[src/rtl/mcd_pkg.sv]
// Shared encodings for the multi-cycle datapath.
// Assumes 32-bit instruction words with 6-bit opcode and function fields.
package mcd_pkg;
    typedef enum logic [1:0] {
        SRCB_REG    = 2'b00,
        SRCB_FOUR   = 2'b01,
        SRCB_IMM    = 2'b10,
        SRCB_IMM_SH = 2'b11
    } srcb_e;

    typedef enum logic [1:0] {
        PCSRC_ALU  = 2'b00,
        PCSRC_ALUQ = 2'b01,
        PCSRC_JUMP = 2'b10,
        PCSRC_RSVD = 2'b11
    } pcsrc_e;

    typedef enum logic [1:0] {
        AMODE_ADD   = 2'b00,
        AMODE_SUB   = 2'b01,
        AMODE_FUNCT = 2'b10,
        AMODE_RSVD  = 2'b11
    } amode_e;

    typedef enum logic [2:0] {
        OP_ADD,
        OP_SUB,
        OP_AND,
        OP_OR,
        OP_SLT
    } aluop_e;

    localparam logic [5:0] FN_ADD = 6'h20;
    localparam logic [5:0] FN_SUB = 6'h22;
    localparam logic [5:0] FN_AND = 6'h24;
    localparam logic [5:0] FN_OR  = 6'h25;
    localparam logic [5:0] FN_SLT = 6'h2A;
endpackage

[src/rtl/mcd_alu.sv]
// Combinational ALU: turns the mode and function field into an operation,
// and flags a zero result. An unknown function code or mode falls back to add.
module mcd_alu
    import mcd_pkg::*;
#(
    parameter int W = 32
) (
    input  logic [1:0]   mode,
    input  logic [5:0]   funct,
    input  logic [W-1:0] a,
    input  logic [W-1:0] b,
    output logic [W-1:0] result,
    output logic         zero
);
    aluop_e op;

    // Pick the operation from the mode, using the function field in mode 10.
    always_comb begin
        op = OP_ADD;
        case (amode_e'(mode))
            AMODE_SUB:   op = OP_SUB;
            AMODE_FUNCT: begin
                case (funct)
                    FN_SUB:  op = OP_SUB;
                    FN_AND:  op = OP_AND;
                    FN_OR:   op = OP_OR;
                    FN_SLT:  op = OP_SLT;
                    default: op = OP_ADD;
                endcase
            end
            default:     op = OP_ADD;
        endcase
    end

    // Compute the selected operation.
    always_comb begin
        case (op)
            OP_SUB:  result = a - b;
            OP_AND:  result = a & b;
            OP_OR:   result = a | b;
            OP_SLT:  result = {{(W-1){1'b0}}, ($signed(a) < $signed(b))};
            default: result = a + b;
        endcase
    end

    assign zero = (result == '0);
endmodule

[src/rtl/mcd_regfile.sv]
// Register file with two asynchronous read ports and one write port.
// Entry 0 reads as zero and ignores writes. The storage is not reset.
module mcd_regfile #(
    parameter int W = 32,
    parameter int N = 32,
    localparam int AW = $clog2(N)
) (
    input  logic          clk,
    input  logic          we,
    input  logic [AW-1:0] waddr,
    input  logic [W-1:0]  wdata,
    input  logic [AW-1:0] raddr0,
    input  logic [AW-1:0] raddr1,
    output logic [W-1:0]  rdata0,
    output logic [W-1:0]  rdata1
);
    logic [W-1:0] regs [N];

    // Write at the edge that ends the cycle; entry 0 is never written.
    always_ff @(posedge clk) begin
        if (we && (waddr != '0)) regs[waddr] <= wdata;
    end

    assign rdata0 = (raddr0 == '0) ? '0 : regs[raddr0];
    assign rdata1 = (raddr1 == '0) ? '0 : regs[raddr1];
endmodule

[src/rtl/mcd_mem.sv]
// Behavioural word memory shared by instruction fetch and data access.
// Reads are asynchronous. A byte address is reduced to a word index, which
// wraps modulo WORDS.
module mcd_mem #(
    parameter int W = 32,
    parameter int WORDS = 64,
    localparam int MAW = $clog2(WORDS)
) (
    input  logic           clk,
    input  logic           we,
    input  logic [MAW-1:0] widx,
    input  logic [W-1:0]   wdata,
    input  logic [W-1:0]   raddr,
    output logic [W-1:0]   rdata
);
    logic [W-1:0]   mem [WORDS];
    logic [MAW-1:0] ridx;

    assign ridx  = MAW'(raddr >> 2);
    assign rdata = mem[ridx];

    // Store one word at the edge.
    always_ff @(posedge clk) begin
        if (we) mem[widx] <= wdata;
    end
endmodule

[src/rtl/mcd_datapath.sv]
// Multi-cycle datapath top: state registers, source multiplexers, the
// shared memory, the register file and the ALU. Every select and enable
// comes from an external controller. The controller is assumed never to
// assert both PC enables together.
module mcd_datapath
    import mcd_pkg::*;
#(
    parameter int XLEN      = 32,
    parameter int MEM_WORDS = 64,
    parameter int NREGS     = 32,
    localparam int MAW      = $clog2(MEM_WORDS),
    localparam int RAW      = $clog2(NREGS),
    localparam int RS_LSB   = 21,
    localparam int RT_LSB   = 16,
    localparam int RD_LSB   = 11,
    localparam int IMM_W    = 16,
    localparam int TGT_W    = 26,
    localparam int OPC_LSB  = 26
) (
    input  logic            clk,
    input  logic            rst_n,
    input  logic            i_addr_sel,
    input  logic            i_mem_wr,
    input  logic            i_ir_wr,
    input  logic            i_pc_wr,
    input  logic            i_pc_wr_cond,
    input  logic [1:0]      i_pc_src,
    input  logic            i_srca_sel,
    input  logic [1:0]      i_srcb_sel,
    input  logic [1:0]      i_alu_mode,
    input  logic            i_reg_wr,
    input  logic            i_dst_sel,
    input  logic            i_wb_sel,
    input  logic            i_ld_en,
    input  logic [MAW-1:0]  i_ld_addr,
    input  logic [XLEN-1:0] i_ld_data,
    output logic [5:0]      o_opcode,
    output logic            o_zero,
    output logic [XLEN-1:0] o_pc,
    output logic [XLEN-1:0] o_alu_q
);
    logic [XLEN-1:0] pc_q, ir_q, mdr_q, a_q, b_q, alu_q;
    logic [XLEN-1:0] mem_addr, mem_rdata;
    logic [XLEN-1:0] rf_rd0, rf_rd1, rf_wdata;
    logic [RAW-1:0]  rf_waddr;
    logic [XLEN-1:0] imm_ext, imm_sh, opa, opb, alu_res, jump_tgt, pc_next;
    logic            alu_zero, pc_load, mem_we;
    logic [MAW-1:0]  mem_widx;

    // Address and write-port steering for the shared memory.
    assign mem_addr = i_addr_sel ? alu_q : pc_q;
    assign mem_we   = i_ld_en | i_mem_wr;
    assign mem_widx = i_ld_en ? i_ld_addr : MAW'(mem_addr >> 2);

    mcd_mem #(.W(XLEN), .WORDS(MEM_WORDS)) u_mem (
        .clk   (clk),
        .we    (mem_we),
        .widx  (mem_widx),
        .wdata (i_ld_en ? i_ld_data : b_q),
        .raddr (mem_addr),
        .rdata (mem_rdata)
    );

    // Register file write steering.
    assign rf_waddr = i_dst_sel ? ir_q[RD_LSB +: RAW] : ir_q[RT_LSB +: RAW];
    assign rf_wdata = i_wb_sel ? mdr_q : alu_q;

    mcd_regfile #(.W(XLEN), .N(NREGS)) u_rf (
        .clk    (clk),
        .we     (i_reg_wr),
        .waddr  (rf_waddr),
        .wdata  (rf_wdata),
        .raddr0 (ir_q[RS_LSB +: RAW]),
        .raddr1 (ir_q[RT_LSB +: RAW]),
        .rdata0 (rf_rd0),
        .rdata1 (rf_rd1)
    );

    // Immediate forms.
    assign imm_ext = {{(XLEN-IMM_W){ir_q[IMM_W-1]}}, ir_q[IMM_W-1:0]};
    assign imm_sh  = imm_ext << 2;

    // ALU operand selection.
    assign opa = i_srca_sel ? a_q : pc_q;
    always_comb begin
        case (srcb_e'(i_srcb_sel))
            SRCB_FOUR:   opb = XLEN'(4);
            SRCB_IMM:    opb = imm_ext;
            SRCB_IMM_SH: opb = imm_sh;
            default:     opb = b_q;
        endcase
    end

    mcd_alu #(.W(XLEN)) u_alu (
        .mode   (i_alu_mode),
        .funct  (ir_q[5:0]),
        .a      (opa),
        .b      (opb),
        .result (alu_res),
        .zero   (alu_zero)
    );

    // Next PC selection and load condition.
    assign jump_tgt = {pc_q[XLEN-1 -: 4], ir_q[TGT_W-1:0], 2'b00};
    always_comb begin
        case (pcsrc_e'(i_pc_src))
            PCSRC_ALUQ: pc_next = alu_q;
            PCSRC_JUMP: pc_next = jump_tgt;
            default:    pc_next = alu_res;
        endcase
    end
    assign pc_load = i_pc_wr | (i_pc_wr_cond & alu_zero);

    // Program counter and instruction register, cleared by reset.
    always_ff @(posedge clk) begin
        if (!rst_n) begin
            pc_q <= '0;
            ir_q <= '0;
        end else begin
            if (pc_load) pc_q <= pc_next;
            if (i_ir_wr) ir_q <= mem_rdata;
        end
    end

    // Holding registers that load every cycle.
    always_ff @(posedge clk) begin
        if (!rst_n) begin
            mdr_q <= '0;
            a_q   <= '0;
            b_q   <= '0;
            alu_q <= '0;
        end else begin
            mdr_q <= mem_rdata;
            a_q   <= rf_rd0;
            b_q   <= rf_rd1;
            alu_q <= alu_res;
        end
    end

    assign o_opcode = ir_q[XLEN-1:OPC_LSB];
    assign o_zero   = alu_zero;
    assign o_pc     = pc_q;
    assign o_alu_q  = alu_q;
endmodule

[config.mk]
export PLATFORM = sky130hd
export DESIGN_NAME = mcd_datapath
export DESIGN_NICKNAME = d
export VERILOG_FILES = /design/src/rtl/mcd_pkg.sv /design/src/rtl/mcd_alu.sv /design/src/rtl/mcd_regfile.sv /design/src/rtl/mcd_mem.sv /design/src/rtl/mcd_datapath.sv
export SDC_FILE = /design/constraint.sdc
export NUM_CORES = 2
export LEC_CHECK = 0
export BUFFER_PORTS_ARGS = -buffer_cell sky130_fd_sc_hd__buf_2
export CAP_MARGIN = 20
export CORE_MARGIN = 3
export CORE_UTILIZATION = 41
export DETAILED_ROUTE_END_ITERATION = 6
export GPL_TIMING_DRIVEN = 1
export PLACE_DENSITY = 0.64
export SLEW_MARGIN = 0
export SYNTH_ARGS = -nofsm -noshare
export SYNTH_HDL_FRONTEND = slang
export SYNTH_SLANG_ARGS = --single-unit
[constraint.sdc]
create_clock -name clk -period 12.75 [get_ports clk]
set_input_delay 0.6375 -clock clk [delete_from_list [all_inputs] [get_ports clk]]
set_output_delay 0.6375 -clock clk [all_outputs]
set_load 0.01 [all_outputs]
# == Yosys cells after proc, flatten, opt, wreduce, memory -nomap -nowiden ==
# Memories as Yosys holds them, arrays and structs flattened. A register that Yosys moved wholly into a read port is not among the register bits.
# Cells that the tools add are included.
# op_classes
add_sub_neg,2
order_cmp,1
eq_ne,15
n_mux,15
bitwise,7
n_reduce_logical,8
# ops
operator,count
one-hot mux 32 bit (4 select lines),1
two-way mux 32 bit,3
one-hot mux 32 bit (3 select lines),1
one-hot mux 32 bit (2 select lines),1
adder 32 bit,1
bitwise AND 32 bit,1
zero test 32 bit,1
< comparator 32 bit,1
bitwise OR 32 bit,1
subtractor 32 bit,1
== test 6 bit (second input constant),4
one-hot mux 3 bit (4 select lines),1
zero test 5 bit,2
== test 2 bit (second input constant),4
two-way mux 8 bit,1
== test 2 x 1 -> 1 bit (second input constant),3
== test 3 x 2 -> 1 bit (second input constant),2
two-way mux 6 bit,1
one-hot mux 3 bit (2 select lines),1
two-way mux 5 bit,1
nonzero test 5 bit,1
two-way mux 1 bit,4
OR reduction 2 bit,2
== test 3 x 1 -> 1 bit (second input constant),1
other kinds (6),8
# word_totals
reg_bits,128
ramBits,3072
inputBits,56
output_inout_bits,71
wordCells,55
n_memories,2
# memory_table
memory,depth,word_bits,rd,rd_ports_with_merged_regs,write_ports,line,text
u_mem.mem,64,32,1,0,1,mcd_mem.sv:16,logic [W-1:0] mem [WORDS];
u_rf.regs,32,32,2,2,1,mcd_regfile.sv:17,logic [W-1:0] regs [N];

# == Logic depth before layout (Yosys ltp) ==
# logic_depth
depth_word,9
ltp_mapped,20
mapped_depth_nobuf,17

# == Modules after synthesis ==
# From an unflattened synthesis, not the netlist that was laid out.
# unflattened
cells_unflattened,7466
hier_area_um2,139582.6
# by_module_without_submodules
module,n_inst,cells_each,area_each_um2,seq_area_each_um2
mcd_mem,1,3292,77874.7,61499.0
mcd_regfile,1,2564,47904.7,30749.5
mcd_datapath,1,811,8573.2,3843.7
mcd_alu,1,799,5230.0,0.0

# == Worst setup path after synthesis ==
# Ideal clock, no wire load.
# synth_path
path_type,input port to output port
start,input port i_srcb_sel[1]
end,output port o_zero
arrival_time_ps,4617
required_ps,12113
path_slack_ps,7495
stages,16
n_path_buf,3
cell_sequence,clkbuf_1 -> clkbuf_1 -> mux2i_1 -> o21ai_0 -> ha_1 -> clkbuf_1 -> nand3_1 -> o221a_2 -> or2_2 -> and3_1 -> or2_2 -> o31a_1 -> xnor2_1 -> a211o_1 -> nor2_1 -> and4_1
# synth_via
elab_chain_len,5
elab_cells_between_ends,11
cone_classes,2 x add/sub; 1 x order compare; 3 x eq/ne; 2 x mux; 2 x bitwise; 1 x reduce/logical
# synth_lines
item,line,text
from (decl),mcd_datapath.sv:29,"input logic [1:0] i_srcb_sel,"
== test 2 bit or == test 2 x 1 -> 1 bit (tied branches),mcd_datapath.sv:86,case (srcb_e'(i_srcb_sel))
one-hot mux 32 bit (3 select lines) (*),mcd_datapath.sv:86,
adder 32 bit (tied with other cells),mcd_alu.sv:42,default: result = a + b;
one-hot mux 32 bit (4 select lines) (*),mcd_alu.sv:37,case (op)
zero test 32 bit (*),mcd_alu.sv:46,assign zero = (result == '0);
to (decl),mcd_datapath.sv:38,"output logic o_zero,"
# Mark *: on every way between the ends. The rest lies on a longest branch, timed or not.

# == Worst setup path after layout ==
# Ends and elaborated chain as after synthesis.

==> results.sh <==
export IMPL_status="finished clean"
export IMPL_fin_crit_ps=7210
export IMPL_synth_warnings=0
export IMPL_cts_resized=0
export IMPL_cts_buffers=335
export IMPL_core_um2=343000
export IMPL_finalNonFillerCells=15200
export IMPL_met2_usage_pct=40.3
export IMPL_grt_pass1_wl_mm=664
export IMPL_globalRouteMet1Util_pct=35.3
export IMPL_worstSetupPathType="input port to output pin"
export IMPL_tightest_slew_ps=1280
export IMPL_finalWeightedCongestion=0.969
export IMPL_nNetsFinal=10500
export IMPL_peakVddDrop_mv=0.138
export IMPL_synth_top_area_share_pct=65.2
export IMPL_clkSinkCount=3264
export IMPL_synth_largest_area_cell="edfxtp_1"
export IMPL_p_per_area_nw_per_um2=208
export IMPL_cts_tree="done"
export IMPL_syn_area_per_cell_um2=13.6
export IMPL_path_clk_slew_ps=70
export IMPL_clkLatencyLatePin_ps=960
export IMPL_critPathRequiredTime_ps=12110
export IMPL_syn_inst=10400
export IMPL_drtAntennaViolNets=0
export IMPL_arrival_ps=6570
export IMPL_cts_setup_buffers=0
export IMPL_syn2layout_area_growth_pct=12.5
export IMPL_pin_count=127
export IMPL_synthesis_area_um2=141000
export IMPL_fin_tns_setup_ps=0
export IMPL_grt_max_degree=182
export IMPL_finalHoldViolations=0
export IMPL_cts_root_buf="clkbuf_16"
export IMPL_grt_pass1_vias=90800
export IMPL_drcViolationCount=0
export IMPL_setup_viol=0
export IMPL_rsz0062_at_grt="no"
export IMPL_viasPerCell=6.20
export IMPL_synthTopCellsByArea="edfxtp_1, mux4_2, nand2_1"
export IMPL_ys_types=84
export IMPL_grt_util_met3_pct=4.82
export IMPL_port_buffers=126
export IMPL_hold_class="input port to flip-flop"
export IMPL_critPathLaunchType="input port"
export IMPL_fmax_ghz=0.139
export IMPL_vias=94300
export IMPL_post_dp_hpwl_mm=262
export IMPL_grt_total_usage_pct=25.8
export IMPL_drive_above_1_share_pct=15.0
export IMPL_start_util_pct=41.2
export IMPL_busiest_layer="met2"
export IMPL_async_flop_share_pct=0
export IMPL_maxCapViolations=0
export IMPL_dp_cells=14600
export IMPL_cp_max_fo=19
export IMPL_leakage_uw=0.0531
export IMPL_antenna_found_initial=28
export IMPL_grt_ovfl_total=0
export IMPL_period_share_pct=56.5
export IMPL_rows=215
export IMPL_synth_edf_count=3072
export IMPL_yosysSeqAreaShare_pct=67.9
export IMPL_fillers=29600
export IMPL_ys_seq_elements=3264
export IMPL_cts_buffer_depth=4
export IMPL_firstDrtPassIters=6
export IMPL_fp_dieW_um=593
export IMPL_cts_htree_levels=5
export IMPL_mostFrequentLayoutCells="edfxtp_1, nand2_1, nand3_1"
export IMPL_final_common_cell="edfxtp_1"
export IMPL_chipHeight_um=593
export IMPL_route_detailed_wl_per_inst_um=30.9
export IMPL_final_max_slew_violation_count=0
export IMPL_fin_skew_ps=101
export IMPL_end_kind="output pin"
export IMPL_dieArea_um2=352000
export IMPL_slew_headroom_pct=13.7
export IMPL_synth_main_ff_cell="edfxtp_1"
export IMPL_cts_hold_buffers_added=0
export IMPL_drt_first_iter_violations=13900
export IMPL_wirelength_mm=470
[worst paths after layout]
kind                               startpoint        to  slack, ps  cells past startpoint
worst max register to register       ir_q[15]  o_pc[18]       6650                     17
worst max-delay path            i_srcb_sel[1]    o_zero       5540                     17
worst min-delay path                    rst_n  o_pc[25]        240                      3
worst min register to register        o_pc[9]   o_pc[9]        490                      2
[per-stage QoR]
stage	util (%)	hold slack, ps	setup slack (ps)	instance area, um^2	power, uW
finish	46.4	240	5540	159000	33100
global route	46.4	237	5240	159000	34200
detailed placement	43.2	485	5720	148000	23400
global placement	43.2	472	5740	148000	23200
floorplan	-	492	7500	142000	19300
CTS	46.3	191	5710	159000	33000
[worst max-delay path, stage by stage]
cell and delay, ps:
buf_2 480, and2_0 720, nand2_1 100, o21ai_0 210
ha_1 450, inv_1 140, a221oi_1 740, a211oi_1 180
buf_4 210, o211ai_1 630, a31oi_1 220, mux2i_1 180
nor4_1 630, nand4b_1 230, nor2_1 300, and4_1 330
buf_2 170
[power by group]
group | leakage [uW] | switching (uW) | total, uW | internal (uW)
clock | 0.00525 | 4200 | 9730 | 5530
sequential | 0.0297 | 510 | 13400 | 12900
combinational | 0.0182 | 6970 | 10000 | 3040
[routing by layer]
layer  vias up  routed length, um
met5         -                 78
met2      5638             217000
met3      1065              48600
met1     48100             181000
met4        12              23700
li1      39500                  -
[cells in the mapped netlist (17+ instances only)]
master and count:
a2111oi_0 22, a211oi_1 38, a21o_1 27, a21oi_1 175
a221o_1 17, a221oi_1 70, a311oi_1 368, a31oi_1 44
and2_1 52, and3_1 139, buf_1 127, clkbuf_1 615
dfxtp_1 192, edfxtp_1 3072, ha_1 100, inv_1 127
mux2_2 100, mux2i_1 267, mux4_2 470, nand2_1 2391
nand3_1 1047, nand4_1 17, nor2_1 355, nor3_1 55
nor4_1 21, o211ai_1 21, o21ai_0 82, o221ai_1 33
o22ai_1 51, o31ai_1 48
[cell families (layout without fill, tap and decap cells)]
logic type      Yosys count  after routing  share of synthesized area [%]
other cells               1             44                        0.00265
xor+xnor                  5              5                         0.0309
flops                  3264           3264                           67.9
mux                     839            839                           10.2
compound gates         1126           1126                           6.02
fa+ha+maj               102            102                          0.913
buf+inv                 894           1139                           2.41
simple gates           4143           4143                           12.5
[flip-flops by register name (all words and copies together), names as in the netlist]
register and flops:
u_mem.mem 2048, u_rf.regs 1024, a_q 32, b_q 32, ir_q 32, mdr_q 32
o_alu_q 32, o_pc 32
[layout make-up]
class	count	area [um^2]	area share (%)
Inverter	130	493	0.310
Clock inverter	174	1840	1.16
Antenna cell	12	30.0	0.0189
Timing Repair Buffer	405	2970	1.87
Clock buffer	430	8970	5.63
Multi-Input combinational cell	6247	43100	27.0
Tap cell	4557	5700	3.58
Sequential cell	3264	96100	60.4
(Power assumes the default switching activity.)
